[config.mk]
export PLATFORM = sky130hd
export DESIGN_NAME = blkcopy_engine
export DESIGN_NICKNAME = d
export VERILOG_FILES = /design/src/rtl/bcp_pkg.sv /design/src/rtl/bcp_ucode_rom.sv /design/src/rtl/bcp_regfile.sv /design/src/rtl/blkcopy_engine.sv
export SDC_FILE = /design/constraint.sdc
export NUM_CORES = 2
export LEC_CHECK = 0
export CORE_ASPECT_RATIO = 0.7
export CORE_MARGIN = 4
export CORE_UTILIZATION = 50
export DETAILED_ROUTE_END_ITERATION = 8
export DONT_BUFFER_PORTS = 1
export SYNTH_ARGS = -nofsm -noshare
export SYNTH_HDL_FRONTEND = slang
export SYNTH_SLANG_ARGS = --single-unit
[constraint.sdc]
create_clock -name clk -period 6.9 [get_ports clk]
set_clock_uncertainty 0.05 [all_clocks]
set_input_delay 1.38 -clock clk [delete_from_list [all_inputs] [get_ports clk]]
set_output_delay 1.38 -clock clk [all_outputs]
set_load 0.005 [all_outputs]
[src/rtl/bcp_pkg.sv]
package bcp_pkg;
  localparam int UPC_W = 4;

  typedef enum logic [1:0] {SEL_RS, SEL_RD, SEL_RT, SEL_TMP} reg_sel_e;
  typedef enum logic [1:0] {WB_NONE, WB_ALU, WB_MDR} wb_e;
  typedef enum logic [2:0] {SQ_NEXT, SQ_JMP, SQ_BZ, SQ_BNZ, SQ_WAIT} seq_e;
  typedef enum logic {ALU_ADD, ALU_SUB} alu_e;

  typedef struct packed {
    alu_e             op;
    reg_sel_e         src1;
    logic [4:0]       imm;
    logic             ld_alu;
    wb_e              wb;
    reg_sel_e         dst;
    logic             mrd;
    logic             mwr;
    logic             ld_mdr;
    logic             fin;
    seq_e             seq;
    logic [UPC_W-1:0] tgt;
  } uword_t;

  localparam logic [UPC_W-1:0] U_IDLE = 4'd0;
  localparam logic [UPC_W-1:0] U_CNT  = 4'd1;
  localparam logic [UPC_W-1:0] U_CHK  = 4'd2;
  localparam logic [UPC_W-1:0] U_RD   = 4'd3;
  localparam logic [UPC_W-1:0] U_CAP  = 4'd4;
  localparam logic [UPC_W-1:0] U_SAV  = 4'd5;
  localparam logic [UPC_W-1:0] U_WR   = 4'd6;
  localparam logic [UPC_W-1:0] U_US   = 4'd7;
  localparam logic [UPC_W-1:0] U_UD   = 4'd8;
  localparam logic [UPC_W-1:0] U_UC   = 4'd9;
  localparam logic [UPC_W-1:0] U_DONE = 4'd10;
endpackage

[src/rtl/bcp_ucode_rom.sv]
module bcp_ucode_rom
  import bcp_pkg::*;
(
  input  logic [UPC_W-1:0] upc,
  output uword_t           uw
);
  function automatic uword_t mk(alu_e op, reg_sel_e s1, logic [4:0] imm, logic ld,
                                wb_e wb, reg_sel_e dst, logic mrd, logic mwr,
                                logic ldm, logic fin, seq_e sq, logic [UPC_W-1:0] tgt);
    uword_t w;
    w.op = op; w.src1 = s1; w.imm = imm; w.ld_alu = ld;
    w.wb = wb; w.dst = dst; w.mrd = mrd; w.mwr = mwr;
    w.ld_mdr = ldm; w.fin = fin; w.seq = sq; w.tgt = tgt;
    return w;
  endfunction

  always_comb begin
    unique case (upc)
      // wait for start
      U_IDLE: uw = mk(ALU_ADD, SEL_RS, 5'd0, 1'b0, WB_NONE, SEL_TMP, 1'b0, 1'b0, 1'b0, 1'b0, SQ_WAIT, U_IDLE);
      // ALUOut <= count
      U_CNT:  uw = mk(ALU_ADD, SEL_RT, 5'd0, 1'b1, WB_NONE, SEL_TMP, 1'b0, 1'b0, 1'b0, 1'b0, SQ_NEXT, U_IDLE);
      // zero count exits; else ALUOut <= source pointer
      U_CHK:  uw = mk(ALU_ADD, SEL_RS, 5'd0, 1'b1, WB_NONE, SEL_TMP, 1'b0, 1'b0, 1'b0, 1'b0, SQ_BZ,   U_DONE);
      // issue read at ALUOut
      U_RD:   uw = mk(ALU_ADD, SEL_RS, 5'd0, 1'b0, WB_NONE, SEL_TMP, 1'b1, 1'b0, 1'b0, 1'b0, SQ_NEXT, U_IDLE);
      // MDR <= read data, ALUOut <= destination pointer
      U_CAP:  uw = mk(ALU_ADD, SEL_RD, 5'd0, 1'b1, WB_NONE, SEL_TMP, 1'b0, 1'b0, 1'b1, 1'b0, SQ_NEXT, U_IDLE);
      // scratch <= MDR
      U_SAV:  uw = mk(ALU_ADD, SEL_RS, 5'd0, 1'b0, WB_MDR,  SEL_TMP, 1'b0, 1'b0, 1'b0, 1'b0, SQ_NEXT, U_IDLE);
      // mem[ALUOut] <= scratch, ALUOut <= src + 4
      U_WR:   uw = mk(ALU_ADD, SEL_RS, 5'd4, 1'b1, WB_NONE, SEL_TMP, 1'b0, 1'b1, 1'b0, 1'b0, SQ_NEXT, U_IDLE);
      // src <= ALUOut, ALUOut <= dst + 4
      U_US:   uw = mk(ALU_ADD, SEL_RD, 5'd4, 1'b1, WB_ALU,  SEL_RS,  1'b0, 1'b0, 1'b0, 1'b0, SQ_NEXT, U_IDLE);
      // dst <= ALUOut, ALUOut <= count - 1
      U_UD:   uw = mk(ALU_SUB, SEL_RT, 5'd1, 1'b1, WB_ALU,  SEL_RD,  1'b0, 1'b0, 1'b0, 1'b0, SQ_NEXT, U_IDLE);
      // count <= ALUOut, ALUOut <= src; loop while old ALUOut nonzero
      U_UC:   uw = mk(ALU_ADD, SEL_RS, 5'd0, 1'b1, WB_ALU,  SEL_RT,  1'b0, 1'b0, 1'b0, 1'b0, SQ_BNZ,  U_RD);
      // completion pulse
      U_DONE: uw = mk(ALU_ADD, SEL_RS, 5'd0, 1'b0, WB_NONE, SEL_TMP, 1'b0, 1'b0, 1'b0, 1'b1, SQ_JMP,  U_IDLE);
      default: uw = mk(ALU_ADD, SEL_RS, 5'd0, 1'b0, WB_NONE, SEL_TMP, 1'b0, 1'b0, 1'b0, 1'b0, SQ_JMP, U_IDLE);
    endcase
  end
endmodule

[src/rtl/bcp_regfile.sv]
module bcp_regfile #(
  parameter int NREG = 32,
  parameter int DW   = 32,
  localparam int IW  = $clog2(NREG)
) (
  input  logic          clk,
  input  logic          rst_n,
  input  logic          we,
  input  logic [IW-1:0] waddr,
  input  logic [DW-1:0] wdata,
  input  logic [IW-1:0] ra_a,
  output logic [DW-1:0] rd_a,
  input  logic [IW-1:0] ra_b,
  output logic [DW-1:0] rd_b,
  input  logic [IW-1:0] ra_c,
  output logic [DW-1:0] rd_c
);
  logic [DW-1:0] regs [NREG];

  always_ff @(posedge clk) begin
    if (!rst_n) begin
      for (int i = 0; i < NREG; i++) regs[i] <= '0;
    end else if (we) begin
      regs[waddr] <= wdata;
    end
  end

  assign rd_a = regs[ra_a];
  assign rd_b = regs[ra_b];
  assign rd_c = regs[ra_c];
endmodule

[src/rtl/blkcopy_engine.sv]
module blkcopy_engine
  import bcp_pkg::*;
#(
  parameter int NREG    = 32,
  parameter int DW      = 32,
  parameter int TMP_REG = 8,
  localparam int IW     = $clog2(NREG)
) (
  input  logic          clk,
  input  logic          rst_n,
  input  logic          start,
  input  logic [IW-1:0] rs_idx,
  input  logic [IW-1:0] rd_idx,
  input  logic [IW-1:0] rt_idx,
  output logic          busy,
  output logic          done,
  input  logic          ext_we,
  input  logic [IW-1:0] ext_idx,
  input  logic [DW-1:0] ext_wdata,
  output logic [DW-1:0] ext_rdata,
  output logic          mem_re,
  output logic          mem_we,
  output logic [DW-1:0] mem_addr,
  output logic [DW-1:0] mem_wdata,
  input  logic [DW-1:0] mem_rdata
);
  localparam logic [IW-1:0] TMP_IDX = IW'(TMP_REG);

  logic [UPC_W-1:0] upc, upc_nxt;
  uword_t           uw;
  logic [IW-1:0]    op_rs, op_rd, op_rt;
  logic [DW-1:0]    aluout, mdr, alu_a, alu_res, tmp_val;
  logic             rf_we;
  logic [IW-1:0]    rf_waddr, src_idx;
  logic [DW-1:0]    rf_wdata;

  // named internal events for the checker
  logic aluout_zero, br_taken, accept;

  function automatic logic [DW-1:0] alu_calc(alu_e op, logic [DW-1:0] a, logic [4:0] k);
    logic [DW-1:0] b;
    b = {{(DW-5){1'b0}}, k};
    return (op == ALU_SUB) ? a - b : a + b;
  endfunction

  function automatic logic [IW-1:0] pick(reg_sel_e s, logic [IW-1:0] i_rs,
                                         logic [IW-1:0] i_rd, logic [IW-1:0] i_rt);
    unique case (s)
      SEL_RS:  return i_rs;
      SEL_RD:  return i_rd;
      SEL_RT:  return i_rt;
      default: return TMP_IDX;
    endcase
  endfunction

  bcp_ucode_rom rom_i (.upc(upc), .uw(uw));

  assign busy        = (upc != U_IDLE);
  assign accept      = start && !busy;
  assign aluout_zero = (aluout == '0);
  assign br_taken    = ((uw.seq == SQ_BZ) && aluout_zero) ||
                       ((uw.seq == SQ_BNZ) && !aluout_zero);

  assign src_idx  = pick(uw.src1, op_rs, op_rd, op_rt);
  assign alu_res  = alu_calc(uw.op, alu_a, uw.imm);

  always_comb begin
    rf_we    = 1'b0;
    rf_waddr = ext_idx;
    rf_wdata = ext_wdata;
    if (!busy) begin
      rf_we = ext_we;
    end else if (uw.wb != WB_NONE) begin
      rf_we    = 1'b1;
      rf_waddr = pick(uw.dst, op_rs, op_rd, op_rt);
      rf_wdata = (uw.wb == WB_MDR) ? mdr : aluout;
    end
  end

  bcp_regfile #(.NREG(NREG), .DW(DW)) rf_i (
    .clk(clk), .rst_n(rst_n),
    .we(rf_we), .waddr(rf_waddr), .wdata(rf_wdata),
    .ra_a(src_idx), .rd_a(alu_a),
    .ra_b(TMP_IDX), .rd_b(tmp_val),
    .ra_c(ext_idx), .rd_c(ext_rdata)
  );

  always_comb begin
    unique case (uw.seq)
      SQ_WAIT: upc_nxt = accept ? U_CNT : U_IDLE;
      SQ_JMP:  upc_nxt = uw.tgt;
      SQ_BZ,
      SQ_BNZ:  upc_nxt = br_taken ? uw.tgt : UPC_W'(upc + 1'b1);
      default: upc_nxt = UPC_W'(upc + 1'b1);
    endcase
  end

  always_ff @(posedge clk) begin
    if (!rst_n) begin
      upc    <= U_IDLE;
      aluout <= '0;
      mdr    <= '0;
      op_rs  <= '0;
      op_rd  <= '0;
      op_rt  <= '0;
    end else begin
      upc <= upc_nxt;
      if (accept) begin
        op_rs <= rs_idx;
        op_rd <= rd_idx;
        op_rt <= rt_idx;
      end
      if (uw.ld_alu) aluout <= alu_res;
      if (uw.ld_mdr) mdr    <= mem_rdata;
    end
  end

  assign done      = uw.fin;
  assign mem_re    = uw.mrd;
  assign mem_we    = uw.mwr;
  assign mem_addr  = aluout;
  assign mem_wdata = tmp_val;
endmodule

==> metrics.txt <==
status=completed; Crit path buffers/inverters=3; layout cell share with drive strength beyond 1=16.74%; crit path DAT=7.10 ns; Slew headroom=between 10% and 20%; Max-Cap Viols=0; setup TNS=0 ns; clk_lat worst skew=0.74 ns; PostCTS Resize Cnt=0; fmax=approximately 150 MHz; Synth warnings=0; fin crit share=94.62%; count of state elements after synthesis=approximately 1,100; Worst Setup Path Type=reg -> reg; Clock Path Buffers=3; slew of the pin with the lowest slew margin=between 1 and 1.5 ns; CTS Hold Bufs=0; Final Slew Violations=0; Post-Place Worst Slack=0.6292 ns; hold slack=about 0.45 ns; Worst VDD drop=0.0002169 V; WL final=222.7 mm; P_leak=approximately 22 nW; vias in the first global route=43,740; HP Class=reg -> reg; placeable core area=115,800 um^2; number of synthesized flops with an enable pin=roughly 1,000; Final #Nets=5,029; CP max FO=62; worst setup path startpoint=rom_i.uw[22]$_DFF_P_; # DRC=0; slowest CP cell=o31ai_1; critical path required time=7.47 ns; GRT Total Usage=35.57%; mapped cell area=58,810 um^2; P&R area growth vs syn=10.08%; Syn Area/Cell=11.47 um^2; r2r setup slk=0.37 ns; Tmin final=about 6.5 ns; Avg Vias per Cell=between 7 and 8; PnR worst setup slack=0.3710 ns; die width=about 420 um; Netlist cell types=79; R2R cell count=21; # H-tree levels=3; Design Power=0.02016 W; DR iter-0 viols=8,230; CP endpoint kind=register; largest stage delay on the critical path=0.98 ns; Mapped Cells=5,127; Async SR Flop Fraction=0%; PortBufs=0; router iterations before antenna repair=8; Congestion Overflow GR=0; Main synth FF type=edfxtp_1; kind of cell adding the most delay to the critical path=compound AO/OA/AOI/OAI gates; Worst Setup EP=mem_addr[30]$_SDFFE_PN0P_; gpl congestion=0.9202; Rows=104; Critical Path Stages=21; CTS tree=done; PwrDens=about 310 nW/um^2; Die Ht=between 200 and 300 um; first-pass GRT wire length=318.3 mm; Final Util=55.90%; R2R Path Start=rom_i.uw[22]$_DFF_P_; DP HPWL=132.8 mm; CP cell instances=buf_4 > mux2_2 > a21boi_4 > buf_12 > buf_4 > a221oi_1 > nor3_1 > a311oi_1 > o31ai_1 > ha_1 > nand2_1 > o21ai_0 > a21oi_1 > o21bai_1 > a31oi_1 > a211o_1 > a41oi_1 > a211o_1 > a211oi_4 > nor4b_1 > or3_1; initial core utilization=50.78%; R2R Path End=mem_addr[30]$_SDFFE_PN0P_; RSZ-0062 raised after global routing=false; initial antenna violation count=11; register area share after synthesis=55.72%; vias=46,310; syn_nets=approximately 5,300; Final Hold Fails=0; WL/cell=roughly 34 um; Sink Count=1,125; Detail Route Antenna Nets=0; Root Driver=clkbuf_16; Post-CTS Setup Repair Bufs=0; Worst Setup Start Kind=register; Num CTS Buffers=113; clock slew at reported path FFs=0.06 ns; largest net degree at the start of global routing=258; final setup fails=0; Ports=188; full die area=around 120,000 um^2
## state kept, by name (all words and copies together) (netlist names)
register	flops
op_rt	5
mem_addr	32
rf_i.regs	1024
rom_i.uw	18
mdr	32
op_rd	5
upc	4
op_rs	5
## logic make-up after synthesis
family                   count (synthesis)  share of synthesized area [%]
AND/OR/NAND/NOR                       2286                          16.22
flip-flops                            1125                          55.72
AO/OA/AOI/OAI                          677                          9.261
buffers and inverters                  561                          3.642
multiplexers                           412                          13.94
adder cells (fa/ha/maj)                 36                         0.7659
XOR/XNOR                                30                         0.4468
## per-layer routing
layer	wire length (um)	GRT usage [%]
met3	31510	10.20
met5	97	0
met4	11070	15.25
met1	85350	50.71
met2	94660	51.30
## synthesized netlist by cell type (4+ instances only)
master | count | share of area, %
nor3b_1 | 4 | 0.051
a21oi_1 | 45 | 0.38
mux2i_1 | 51 | 0.87
mux4_2 | 320 | 12
nand3_1 | 352 | 3.0
buf_1 | 46 | 0.29
dfxtp_1 | 101 | 3.4
a221oi_1 | 226 | 3.4
xor2_1 | 12 | 0.18
xnor2_1 | 18 | 0.27
nor2b_1 | 53 | 0.56
a21boi_0 | 18 | 0.23
o31ai_1 | 27 | 0.34
ha_1 | 36 | 0.77
a211o_1 | 4 | 0.060
nor4_1 | 11 | 0.12
nand2b_1 | 40 | 0.43
mux2_2 | 37 | 0.71
a311oi_1 | 65 | 0.97
a31oi_1 | 15 | 0.16
inv_1 | 22 | 0.14
nor3_1 | 71 | 0.60
nand4_1 | 7 | 0.074
clkbuf_1 | 483 | 3.1
nor2_1 | 1058 | 6.8
o21ai_1 | 8 | 0.068
o311ai_0 | 57 | 0.85
o2111ai_1 | 4 | 0.060
nand2_1 | 651 | 4.2
o211ai_1 | 14 | 0.18
edfxtp_1 | 1024 | 52
o221ai_1 | 58 | 0.86
o21ai_0 | 42 | 0.36
a21o_1 | 23 | 0.29
and3_1 | 16 | 0.17
and2_1 | 7 | 0.074
o22ai_1 | 34 | 0.36
## worst min-delay path by stage
stage / from / endpoint / slack, ns / depth (start not counted)
3_5_place_dp: op_rd[0]$_SDFFE_PN0P_ / op_rd[0]$_SDFFE_PN0P_ / 0.44 / 2
2_1_floorplan: op_rt[3]$_SDFFE_PN0P_ / op_rt[3]$_SDFFE_PN0P_ / 0.40 / 2
5_1_grt: mdr[1]$_SDFFE_PN0P_ / mdr[1]$_SDFFE_PN0P_ / 0.49 / 2
4_1_cts: op_rd[0]$_SDFFE_PN0P_ / op_rd[0]$_SDFFE_PN0P_ / 0.45 / 2
3_3_place_gp: op_rd[0]$_SDFFE_PN0P_ / op_rd[0]$_SDFFE_PN0P_ / 0.42 / 2
6_report: op_rd[0]$_SDFFE_PN0P_ / op_rd[0]$_SDFFE_PN0P_ / 0.45 / 2
## power breakdown
group / leakage [nW] / internal [W] / total (W) / switching (W)
logic: 8.59 / 0.00181 / 0.00543 / 0.00363
registers: 11.4 / 0.00777 / 0.00812 / 0.000353
clock network: 1.88 / 0.00380 / 0.00660 / 0.00281
## worst register-to-register path: stages, from the launching register on
cell,delay [ns]
dfxtp_1,0.41
buf_4,0.26
mux2_2,0.44
a21boi_4,0.31
buf_12,0.33
buf_4,0.36
a221oi_1,0.09
nor3_1,0.22
a311oi_1,0.07
o31ai_1,0.98
ha_1,0.46
nand2_1,0.09
o21ai_0,0.11
a21oi_1,0.26
o21bai_1,0.10
a31oi_1,0.39
a211o_1,0.20
a41oi_1,0.04
a211o_1,0.43
a211oi_4,0.34
nor4b_1,0.08
or3_1,0.37
## metrics by stage
stage / std cells / area, um^2
2_1_floorplan: 5127 / 58810
3_3_place_gp: 6327 / 60860
3_5_place_dp: 6327 / 60860
4_1_cts: 6538 / 64730
5_1_grt: 6538 / 64730
6_report: 6540 / 64740
## layout make-up
cell class / count / area (um^2)
diodes: 2 / 5.005
clock buffers: 134 / 2948
well taps: 1537 / 1923
fillers: 9660 / 51070
inverters: 24 / 90.09
multi-input cells: 3441 / 24310
repair buffers: 200 / 1764
clock inverters: 77 / 920.9
flip-flops and latches: 1125 / 32770
## placed cells by master, fill, tap and decap left out, types with 33 or more instances in the layout
cell type  instances
nand3_1          352
ha_1              36
o22ai_1           33
a221oi_1         226
o311ai_0          57
nand2b_1          40
mux2i_1           51
a311oi_1          65
mux4_2           320
nor2b_1           53
nand2_1          602
a21oi_1           45
buf_4            179
dfxtp_1          100
nor2_1          1058
edfxtp_1        1024
clkbuf_16        114
nor3_1            71
o21ai_0           42
mux2_2            36
nand2_2           49
Power figures use the tool's default switching activity.
